## src/rtl/seq_pkg.sv

```systemverilog
package seq_pkg;
  localparam int unsigned SEQ_CNT_W = 48;
  localparam int unsigned SEQ_PHASES = 5;

  function automatic int unsigned idx_width(input int unsigned n);
    return (n > 1) ? $clog2(n) : 1;
  endfunction
endpackage

```

## src/rtl/seq_phase_table.sv

```systemverilog
module seq_phase_table #(
  parameter int unsigned NUM_PHASES = 5,
  parameter int unsigned CNT_W      = 48,
  parameter logic [NUM_PHASES*CNT_W-1:0] PHASE_DUR = '0,
  localparam int unsigned IDX_W = seq_pkg::idx_width(NUM_PHASES)
) (
  input  logic [IDX_W-1:0] rd_idx,
  output logic [CNT_W-1:0] last_cnt
);
  logic [CNT_W-1:0] last_tab [NUM_PHASES];

  generate
    for (genvar g = 0; g < NUM_PHASES; g++) begin : g_entry
      localparam logic [CNT_W-1:0] RAW = PHASE_DUR[g*CNT_W +: CNT_W];
      assign last_tab[g] = (RAW == '0) ? '0 : RAW - 1'b1;
    end
  endgenerate

  always_comb begin
    last_cnt = last_tab[0];
    for (int i = 0; i < NUM_PHASES; i++) begin
      if (rd_idx == IDX_W'(i)) last_cnt = last_tab[i];
    end
  end
endmodule

```

## src/rtl/seq_cycle_counter.sv

```systemverilog
module seq_cycle_counter #(
  parameter int unsigned CNT_W = 48
) (
  input  logic             clk,
  input  logic             rst_n,
  input  logic             en,
  input  logic [CNT_W-1:0] last_cnt,
  output logic             at_last
);
  logic [CNT_W-1:0] cnt_q, cnt_d;

  assign at_last = (cnt_q == last_cnt);

  always_comb begin
    cnt_d = cnt_q;
    if (en) cnt_d = at_last ? '0 : cnt_q + 1'b1;
  end

  always_ff @(posedge clk or negedge rst_n) begin
    if (!rst_n) cnt_q <= '0;
    else        cnt_q <= cnt_d;
  end

  AST_CNT_IN_PHASE: assert property (@(posedge clk) disable iff (!rst_n)
    cnt_q <= last_cnt);
  AST_CNT_HOLD: assert property (@(posedge clk) disable iff (!rst_n)
    !en |=> $stable(cnt_q));
endmodule

```

## src/rtl/seq_phase_index.sv

```systemverilog
module seq_phase_index #(
  parameter int unsigned NUM_PHASES = 5,
  localparam int unsigned IDX_W = seq_pkg::idx_width(NUM_PHASES)
) (
  input  logic             clk,
  input  logic             rst_n,
  input  logic             adv,
  output logic [IDX_W-1:0] idx_q,
  output logic [IDX_W-1:0] idx_d
);
  localparam logic [IDX_W-1:0] LAST_IDX = IDX_W'(NUM_PHASES - 1);

  always_comb begin
    idx_d = idx_q;
    if (adv) idx_d = (idx_q == LAST_IDX) ? '0 : idx_q + 1'b1;
  end

  always_ff @(posedge clk or negedge rst_n) begin
    if (!rst_n) idx_q <= '0;
    else        idx_q <= idx_d;
  end

  AST_IDX_RANGE: assert property (@(posedge clk) disable iff (!rst_n)
    int'(idx_q) < NUM_PHASES);
  AST_STEP_OR_WRAP: assert property (@(posedge clk) disable iff (!rst_n)
    adv |=> (idx_q == (($past(idx_q) == LAST_IDX) ? '0 : $past(idx_q) + 1'b1)));
endmodule

```

## src/rtl/phase_seq.sv

```systemverilog
module phase_seq #(
  parameter int unsigned NUM_PHASES = seq_pkg::SEQ_PHASES,
  parameter int unsigned CNT_W      = seq_pkg::SEQ_CNT_W,
  parameter logic [NUM_PHASES*CNT_W-1:0] PHASE_DUR = {
    48'd10_000_000_000, 48'd2_000_000_000, 48'd10_000_000_000,
    48'd2_000_000_000, 48'd10_000_000_000},
  parameter logic [NUM_PHASES-1:0] PHASE_LVL = 5'b01010,
  localparam int unsigned IDX_W = seq_pkg::idx_width(NUM_PHASES)
) (
  input  logic             clk,
  input  logic             rst_n,
  input  logic             en,
  output logic             seq_out,
  output logic [IDX_W-1:0] phase_idx,
  output logic             phase_end
);
  logic [CNT_W-1:0] last_cnt;
  logic             at_last;
  logic [IDX_W-1:0] idx_q, idx_d;
  logic             out_q, out_d;

  seq_phase_table #(
    .NUM_PHASES(NUM_PHASES), .CNT_W(CNT_W), .PHASE_DUR(PHASE_DUR)
  ) u_table (
    .rd_idx(idx_q), .last_cnt(last_cnt)
  );

  seq_cycle_counter #(.CNT_W(CNT_W)) u_counter (
    .clk(clk), .rst_n(rst_n), .en(en), .last_cnt(last_cnt), .at_last(at_last)
  );

  assign phase_end = en & at_last;

  seq_phase_index #(.NUM_PHASES(NUM_PHASES)) u_index (
    .clk(clk), .rst_n(rst_n), .adv(phase_end), .idx_q(idx_q), .idx_d(idx_d)
  );

  always_comb begin
    out_d = out_q;
    if (en) out_d = PHASE_LVL[idx_d];
  end

  always_ff @(posedge clk or negedge rst_n) begin
    if (!rst_n) out_q <= PHASE_LVL[0];
    else        out_q <= out_d;
  end

  assign seq_out   = out_q;
  assign phase_idx = idx_q;

  AST_OUT_MATCHES_PHASE: assert property (@(posedge clk) disable iff (!rst_n)
    seq_out == PHASE_LVL[phase_idx]);
  AST_END_NEEDS_EN: assert property (@(posedge clk) disable iff (!rst_n)
    phase_end |-> en);
  AST_IDLE_HOLDS: assert property (@(posedge clk) disable iff (!rst_n)
    !en |=> ($stable(phase_idx) && $stable(seq_out)));
  AST_IDX_MOVES_ON_END: assert property (@(posedge clk) disable iff (!rst_n)
    !phase_end |=> $stable(phase_idx));
endmodule

```

## config.mk

```make
export PLATFORM = sky130hd
export DESIGN_NAME = phase_seq
export DESIGN_NICKNAME = d
export VERILOG_FILES = /design/src/rtl/seq_pkg.sv /design/src/rtl/seq_phase_table.sv /design/src/rtl/seq_cycle_counter.sv /design/src/rtl/seq_phase_index.sv /design/src/rtl/phase_seq.sv
export SDC_FILE = /design/constraint.sdc
export NUM_CORES = 1
export LEC_CHECK = 0
export BUFFER_PORTS_ARGS = -buffer_cell sky130_fd_sc_hd__buf_2
export CAP_MARGIN = 20
export CORE_ASPECT_RATIO = 0.75
export CORE_MARGIN = 10
export CORE_UTILIZATION = 24
export DETAILED_ROUTE_END_ITERATION = 16
export PLACE_DENSITY = 0.39
export SYNTH_ARGS = -nofsm -noshare
export SYNTH_HDL_FRONTEND = slang
export SYNTH_SLANG_ARGS = --single-unit
```

## constraint.sdc

```tcl
create_clock -name clk -period 5 [get_ports clk]
set_input_delay 1 -clock clk [delete_from_list [all_inputs] [get_ports clk]]
set_output_delay 1 -clock clk [all_outputs]
set_load 0.01 [all_outputs]
```

==> summary.md, run 1 <==
| Metric | Value |
|---|---|
| Status | complete, no violations |
| Hold Path Stages | 1 |
| HPWL after DPL | 4.99 mm |
| Max_cap viols | 0 |
| Grt total ovfl | 0 |
| TritonCTS clock tree | done |
| Largest buffer count on any clock path | 2 |
| Flop2flop setup slack | between 2000 and 2500 ps |
| Core Area | 0.0116 mm² |
| Final setup TNS | 0 ps |
| Final WL | 7.11 mm |
| Yosys Warn Count | 0 |
| Reg2reg path depth | 5 |
| CP Data Required Time | 4000 ps |
| Number of diodes | 0 |
| Worst Hold Path EP | u_counter.cnt_q[32] |
| Synthesized area | 0.00284 mm² |
| Die width | 146 µm |
| DRT iter0 DRCs | 137 |
| # clock sinks | 52 |
| Leak | 1.32 nW |
| CTS Buf Count | 5 |
| Hold Buf Count CTS | 0 |
| Fill count | 1274 |
| Critical Path Start Type | input port |
| Vias post-DR | 2091 |
| Clock period minus worst slack | approximately 3200 ps |
| Area added between synthesis and finish | 11.7% |
| Post-synth top cells | 52 x dfrtp_1, 29 x nor2_1, 27 x xnor2_1, 23 x nand2_1, 23 x nand3_1 |
| Avg Inst Size Synth | between 9 and 10 µm² |
| PnR worst setup slack | 1810 ps |
| Row cnt | 34 |
| Worst Setup Path Type | in -> out |
| Initial Util | 0.245 |
| Pwr/cell area | 280 mW/mm² |
| Unrepaired setup endpoints after global routing | no |
| Root buffer cell | clkbuf_16 |
| Post-synthesis cell type count | 40 |
| Worst-margin pin slew | around 1000 ps |
| Resized Gates After CTS | 0 |
| Post-layout util | 0.274 |
| Critical path arrival | 2190 ps |
| Maximum VDD drop | 0.117 mV |
| Drt drc | 0 |
| Largest net degree at the start of global routing | 53 |
| Most frequent cell after synthesis | dfrtp_1 |
| Initial antenna violation count | 0 |
| First-pass GRT wire length | 11.7 mm |
| DIE AREA | 0.0166 mm² |
| Max Clk Rate | approximately 0.31 GHz |
| Register area share after synthesis | 0.459 |
| Max-slew violations | 0 |
| Final #Nets | 306 |
| FF-to-FF Start | u_counter.cnt_q[10] |
| Post-synth EDFFs | 0 |
| Hold Crit Class | reg -> reg |
| Top_reg_cell synth | dfrtp_1 |
| Antenna-violating nets left | 0 |
| Routed vias/inst | 4.56 |
| Die Ht | 114 µm |
| Overall global routing resource usage | 0.0887 |
| Worst-path clk slew | 70 ps |
| First-pass DRT Iterations | 4 |
| Dpl ws | between 1500 and 2000 ps |
| Number of global-route vias before repair | 2119 |
| Synthesized instance count | roughly 300 |
| Hold Path Origin | u_counter.cnt_q[32] |
| Worst setup EP type | output pin |
| Drt wl/cell | 15.5 µm |
| Tcrit/Tclk final | 0.638 |
| #FFs+latches synth | 52 |
| Setup violators final | 0 |
| Postcts setup bufs | 0 |
| H-tree depth | 2 |
| Setup Skew | 7.14 ps |
| Asr flop ratio synth | 1.00 |
| Reg-to-Reg End | u_index.idx_q[0] |
| Synth top area share | 0.459 |
| Final hold violation count | 0 |
| Yosys top cell by area | dfrtp_1 |
| Area contributors post-synth | dfrtp_1 46%, xnor2_1 8.3%, xor2_1 4.9% |
| Clk_lat worst skew | 300 ps |
| Slew Limit Headroom | 0.333 |
| Placer Congestion | between 0.8 and 0.9 |
| Syn Nets | 301 |
| Share of cells above drive strength 1 | 0.0976 |
| Ports | 8 |
| CP Max Fanout | 16 |
| Buffers added on ports | 7 |
## registers in the layout, indices dropped and copies added (netlist names)
signal and count:
seq_out 1, u_index.idx_q 3, u_counter.cnt_q 48
## power breakdown
group          switching, mW  internal [mW]  total, mW
Clock                  0.156          0.183      0.339
Sequential            0.0359          0.446      0.482
Combinational         0.0337         0.0333     0.0670
## routing by layer
layer	vias to the layer above	global-route usage	part of all wire
li1	1046	-	-
met1	1013	0.132	0.55
met2	25	0.121	0.40
met3	7	0.0233	0.040
met4	0	0.0276	0.011
met5	-	0	0
## critical path, stage by stage
cell,delay (ps)
buf_2,260
and3_1,290
and3_1,310
and3_1,200
buf_2,130
## cell families after synthesis
family,Yosys count,synth area share
and+or+nand+nor,151,0.295
DFF,52,0.459
xor gates and xnor gates,43,0.133
buffers and inverters,18,0.0273
AOI/OAI and AO/OA,16,0.0362
muxes,6,0.0234
adders and majority gates,6,0.0265
## cell type report
cell class | instances | area (µm²) | area share
Sequential cell | 52 | 1300 | 0.411
Multi-Input combinational cell | 222 | 1460 | 0.460
Inverter | 8 | 30.0 | 0.00948
Timing Repair Buffer | 8 | 42.5 | 0.0134
Clock buffer | 6 | 129 | 0.0407
Clock inverter | 1 | 5.00 | 0.00158
Tap cell | 162 | 203 | 0.0640
## worst max path at each step
stage                     start                to  slack [ps]  depth (start not counted)
6_report                     en         phase_end        1810                          5
5_1_grt        u_index.idx_q[0]         phase_end        1670                          7
4_1_cts        u_index.idx_q[0]         phase_end        1790                          6
3_5_place_dp                 en  u_index.idx_q[1]        1750                          5
3_3_place_gp                 en  u_index.idx_q[1]        1820                          5
2_1_floorplan                en         phase_end        2290                          4
## stage by stage
step	instance area, µm²	cells	hold WS [ps]	power, mW
after global placement	3030	452	470	0.558
after detailed placement	3030	452	494	0.555
after floorplan	2840	292	447	0.530
final	3170	459	498	0.887
after CTS	3170	459	505	0.897
after global routing	3170	459	514	0.928
## cells in the final DEF (no fill, tap or decap), types with 2 or more instances in the layout
| master | n |
|---|---|
| a31oi_1 | 3 |
| and2_1 | 3 |
| clkbuf_16 | 5 |
| nor4bb_1 | 3 |
| or4_1 | 2 |
| nand2_1 | 23 |
| nand3_1 | 23 |
| nor2_1 | 29 |
| o21ai_0 | 4 |
| ha_1 | 6 |
| or3_1 | 4 |
| xnor2_1 | 27 |
| nor4_1 | 12 |
| and3_1 | 12 |
| and4_1 | 4 |
| buf_2 | 7 |
| dfrtp_1 | 52 |
| a21oi_1 | 3 |
| inv_1 | 8 |
| mux2_2 | 5 |
| xor2_1 | 16 |
| nor3_1 | 8 |
| nor2_2 | 4 |
| nand4_1 | 16 |
No activity file was read; power rests on OpenSTA's default activity.
==> run 2, diff against run 1 <==
ABC_AREA = 1   (was unset)
clock period = 3.1 ns   (was 5 ns; I/O delays follow)
==> summary.md, run 2 <==
| Metric | Value |
|---|---|
| Asr flop ratio synth | 1.00 |
| Post-synth EDFFs | 0 |
| CP peak stage delay | 410 ps |
| Tot Pwr | between 1.5 and 2 mW |
| Die width | 158 µm |
| Most used cell along the critical path | nand2_1 |
| Pwr/cell area | 417 mW/mm² |
| Drt drc | 0 |
| Register area share after synthesis | 0.380 |
| WP buf/inv | 4 |
| Biggest register | u_counter.cnt_q |
| Overall global routing resource usage | 0.113 |
| Unrepaired setup endpoints after global routing | no |
| # clock sinks | between 50 and 60 |
| Postcts setup bufs | 0 |
| Initial Util | 0.247 |
| Leak | 1.85 nW |
| CP Data Required Time | 2480 ps |
| PnR worst setup slack | 338 ps |
| Drt wl/cell | about 16 µm |
| Area added between synthesis and finish | 13.0% |
| Yosys top cell by area | dfrtp_1 |
| Number of global-route vias before repair | 3013 |
| Largest delay share family, worst path | simple AND/OR/NAND/NOR gates |
| First-pass GRT wire length | 17.1 mm |
| Max-slew violations | 0 |
| DRT iter0 DRCs | 370 |
| Grt total ovfl | 0 |
| CP Max Fanout | 10 |
| Setup violators final | 0 |
| Die Ht | 123 µm |
| Buffers added on ports | 7 |
| Status | complete, no violations |
| Share of cells above drive strength 1 | 0.0984 |
| Yosys Warn Count | 0 |
| Resized Gates After CTS | 0 |
| Fill count | 1491 |
| Maximum VDD drop | 0.251 mV |
| Final setup TNS | 0 ps |
| TritonCTS clock tree | done |
| Row cnt | 37 |
| Final #Nets | 506 |
| Antenna-violating nets left | 0 |
| Max_cap viols | 0 |
| Initial antenna violation count | 0 |
| HPWL after DPL | 8.15 mm |
| Clock period minus worst slack | ~2800 ps |
| Tcrit/Tclk final | 0.891 |
| Critical path arrival | ~2100 ps |
| Number of diodes | 0 |
| DIE AREA | 0.0195 mm² |
| Worst setup EP type | output pin |
| Area of the multi-input gates | 0.00182 mm² |
| Slew Limit Headroom | 0.486 |
| Area contributors post-synth | dfrtp_1 38%, nand2_1 11%, nor2_1 9.9% |
| Top_reg_cell synth | dfrtp_1 |
| Avg Inst Size Synth | 7.10 µm² |
| Synthesized area | 0.00342 mm² |
| Slowest CP cell | dfrtp_1 |
| Syn Nets | 491 |
| Largest net degree at the start of global routing | 32 |
| Clk_lat worst skew | 300 ps |
| Most frequent cell after synthesis | nand2_1 |
| Final hold violation count | 0 |
| Worst-path clk slew | 70 ps |
| Synth top area share | 0.380 |
| Vias post-DR | between 3000 and 4000 |
| Worst-margin pin slew | 771 ps |
| Hold Buf Count CTS | 0 |
| Placer Congestion | 0.907 |
| Worst Setup Path Type | reg -> out |
| Routed vias/inst | 4.60 |
| Post-Place Cells | 665 |
| CP cell instances | inv_1, ha_1, nor2_1, nand2_1, nand2_1, nand2_1, inv_1, nand2_1, nand2_1, nand4_4, inv_2, buf_2 |
| Setup Skew | 7.38 ps |
| Register Area | 0.00130 mm² |
| Core Area | approximately 0.014 mm² |
| Root buffer cell | clkbuf_16 |
| Post-synth top cells | 103 x nand2_1, 90 x nor2_1, 73 x inv_1, 52 x dfrtp_1, 27 x nand3_1 |
| Largest register FFs | 48 |
| Largest buffer count on any clock path | 2 |
| Post-layout util | 0.279 |
| CTS Buf Count | 5 |
| First-pass DRT Iterations | 5 |
| Ports | 8 |
| Post-synthesis cell type count | 30 |
| Most common cell after layout, fill and taps aside | nand2_1 |
| Max Clk Rate | 0.362 GHz |
| Final WL | 10.4 mm |
| Critical Path Start Type | register |
| Dpl ws | around 670 ps |
| H-tree depth | 2 |
| Finished Layout Cells | ~670 |
| Synthesized instance count | 482 |
| Most frequent cells in the layout | 103 x nand2_1, 90 x nor2_1, 73 x inv_1 |
| Hold Crit Class | in -> async |
| #FFs+latches synth | 52 |
[run 2: metrics by stage]
stage               cell area (µm²)  hold slack, ps
floorplan                      3420             324
global placement               3690             461
detailed placement             3690             464
CTS                            3870             423
global route                   3870             451
finish                         3870             392
[run 2: path summary, 6_finish.rpt]
check                                    start                  end  slack, ps  depth (start not counted)
min reg2reg                u_counter.cnt_q[47]  u_counter.cnt_q[47]        470                          1
max                           u_index.idx_q[0]            phase_end        340                         12
min in group clk           u_counter.cnt_q[47]  u_counter.cnt_q[47]        470                          1
min                                      rst_n   u_counter.cnt_q[5]        390                          1
max in group asynchronous                rst_n  u_counter.cnt_q[36]       2040                          2
max reg2reg                   u_index.idx_q[0]     u_index.idx_q[1]        910                         13
[run 2: report_power, final]
part / internal, mW / leakage (nW) / total [mW] / switching (mW)
clock network: 0.406 / 0.0871 / 0.691 / 0.285
registers: 0.724 / 0.622 / 0.774 / 0.0504
logic: 0.0523 / 1.14 / 0.149 / 0.0963
total: 1.18 / 1.85 / 1.61 / 0.432
[run 2: cells by family (layout without fill, tap and decap cells)]
family                   count (synthesis)  in the layout  share of synthesized area
buffers and inverters                   79             95                     0.0881
AO/OA/AOI/OAI                           25             25                     0.0376
flip-flops                              52             52                      0.380
XOR/XNOR                                28             28                     0.0716
adder cells (fa/ha/maj)                  6              6                     0.0219
AND/OR/NAND/NOR                        292            292                      0.401
[run 2: metal layers]
metal,part of all wire,track usage,vias up
met4,0.012,0.0309,0
met5,0,0,-
li1,-,-,1548
met1,0.54,0.178,1436
met2,0.40,0.154,101
met3,0.057,0.0163,8
[run 2: worst register-to-register path: stages, from the launching register on]
cell     delay, ps
dfrtp_1        410
inv_1           90
ha_1           200
nor2_1          80
nand2_1         60
nand2_1         80
nand2_1        110
inv_1          130
nand2_1         60
nand2_1        140
nand4_4        240
inv_2          110
buf_4          250
o21ai_0        110
[run 2: area by class of cell]
| class | count | area share |
|---|---|---|
| flip-flops and latches | 52 | 0.336 |
| clock inverters | 2 | 0.0100 |
| multi-input cells | 351 | 0.471 |
| well taps | 175 | 0.0566 |
| inverters | 76 | 0.0737 |
| clock buffers | 6 | 0.0359 |
| repair buffers | 11 | 0.0168 |
==> run 3, diff against run 2 <==
BUFFER_PORTS_ARGS = unset   (was -buffer_cell sky130_fd_sc_hd__buf_2)
DONT_BUFFER_PORTS = 1   (was unset)
PLACE_DENSITY = 0.38   (was 0.39)
==> summary.md, run 3 (same netlist as run 2, synthesis figures left out) <==
| Metric | Value |
|---|---|
| Initial antenna violation count | 0 |
| Dpl ws | 656 ps |
| Hold Crit Class | in -> async |
| Clock period minus worst slack | around 2800 ps |
| Final hold violation count | 0 |
| Slowest CP cell | dfrtp_1 |
| Tcrit/Tclk final | 0.888 |
| Largest buffer count on any clock path | 2 |
| Most frequent cells in the layout | 103 x nand2_1, 90 x nor2_1, 73 x inv_1 |
| First-pass GRT wire length | between 15 and 20 mm |
| Placer Congestion | 0.848 |
| Tot Pwr | approximately 1.5 mW |
| # clock sinks | 52 |
| Die width | 158 µm |
| Final #Nets | 498 |
| Fill count | 1543 |
| Resized Gates After CTS | 0 |
| Clk_lat worst skew | approximately 310 ps |
| Setup Skew | around 5.5 ps |
| Largest register FFs | 48 |
| CP Data Required Time | 2480 ps |
| Biggest register | u_counter.cnt_q |
| Maximum VDD drop | 0.248 mV |
| Max-slew violations | 0 |
| Ports | 8 |
| Cell area after placement | 0.00364 mm² |
| Setup violators final | 0 |
| Routed vias/inst | 4.53 |
| Vias post-DR | 3010 |
| Largest delay share family, worst path | simple AND/OR/NAND/NOR gates |
| Worst-path clk slew | 80 ps |
| Hold Buf Count CTS | 1 |
| CP cell instances | inv_1, ha_1, nor2_1, nand2_1, nand2_1, nand2_1, inv_1, nand2_1, nand2_1, nand4_4, inv_2 |
| Number of global-route vias before repair | 3050 |
| Max Clk Rate | 0.363 GHz |
| Buffers added on ports | 0 |
| Post-Place Cells | around 660 |
| Worst-margin pin slew | around 590 ps |
| Finished Layout Cells | 665 |
| Core Area | between 0.01 and 0.015 mm² |
| Pwr/cell area | 399 mW/mm² |
| Max_cap viols | 0 |
| WP buf/inv | 3 |
| Critical Path Start Type | register |
| Design area | 0.00382 mm² |
| Share of cells above drive strength 1 | 0.0837 |
| CP Max Fanout | 10 |
| Postcts setup bufs | 0 |
| Worst Setup Path Type | reg -> out |
| Leak | ~1.8 nW |
| First-pass DRT Iterations | 4 |
| PnR worst setup slack | 346 ps |
| H-tree depth | 2 |
| Area of the multi-input gates | ~0.0018 mm² |
| Row cnt | 37 |
| Initial Util | 0.247 |
| TritonCTS clock tree | done |
| Status | complete, no violations |
| Drt wl/cell | ~16 µm |
| DRT iter0 DRCs | around 160 |
| Critical path arrival | ~2100 ps |
| Drt drc | 0 |
| Worst setup EP type | output pin |
| Root buffer cell | clkbuf_16 |
| Slew Limit Headroom | 0.605 |
| Most common cell after layout, fill and taps aside | nand2_1 |
| Grt total ovfl | 0 |
| CP peak stage delay | 470 ps |
| Most used cell along the critical path | nand2_1 |
| Area added between synthesis and finish | 11.6% |
| Largest net degree at the start of global routing | 53 |
| HPWL after DPL | 8.17 mm |
| Overall global routing resource usage | 0.115 |
| Final WL | 10.4 mm |
| Antenna-violating nets left | 0 |
| Register Area | roughly 0.0013 mm² |
| Unrepaired setup endpoints after global routing | no |
| Final setup TNS | 0 ps |
| Number of diodes | 0 |
| CTS Buf Count | 5 |
| DIE AREA | 0.0195 mm² |
| Die Ht | 123 µm |
## run 3: final timing paths
| kind | start | to | slack [ps] | depth (start not counted) |
|---|---|---|---|---|
| setup / recovery | u_index.idx_q[0] | phase_end | 350 | 11 |
| hold / removal | rst_n | u_counter.cnt_q[4] | 170 | 1 |
| setup reg to reg | u_index.idx_q[0] | u_index.idx_q[1] | 790 | 13 |
| hold reg to reg | u_counter.cnt_q[47] | u_counter.cnt_q[47] | 490 | 1 |
| max in group asynchronous | rst_n | u_counter.cnt_q[44] | 2690 | 1 |
| min in group clk | en | u_counter.cnt_q[0] | 410 | 1 |
## run 3: power breakdown
part           switching [mW]  total [mW]  internal (mW)
registers              0.0529       0.777          0.724
logic                  0.0928       0.146         0.0530
clock network           0.293       0.601          0.307
total                   0.439        1.52           1.08
## run 3: layer usage
metal,routed length (µm),part of all wire,vias to the layer above,GRT usage
met1,5580,0.54,1419,0.170
met4,135,0.013,0,0.0367
li1,-,-,1533,-
met3,505,0.049,8,0.0198
met5,0,0,-,0
met2,4160,0.40,50,0.163
## run 3: cell type report
type	count	share of cell area
flip-flops and latches	52	0.341
multi-input cells	351	0.476
clock inverters	3	0.00720
repair buffers	3	0.0111
well taps	175	0.0573
clock buffers	5	0.0327
inverters	76	0.0747
## run 3: metrics by stage
| stage | hold slack (ps) | utilization |
|---|---|---|
| final | 165 | 0.276 |
| after global routing | 175 | 0.276 |
| after CTS | 167 | 0.276 |
| after detailed placement | 326 | 0.263 |
| after global placement | 326 | 0.263 |
| after floorplan | 324 | - |
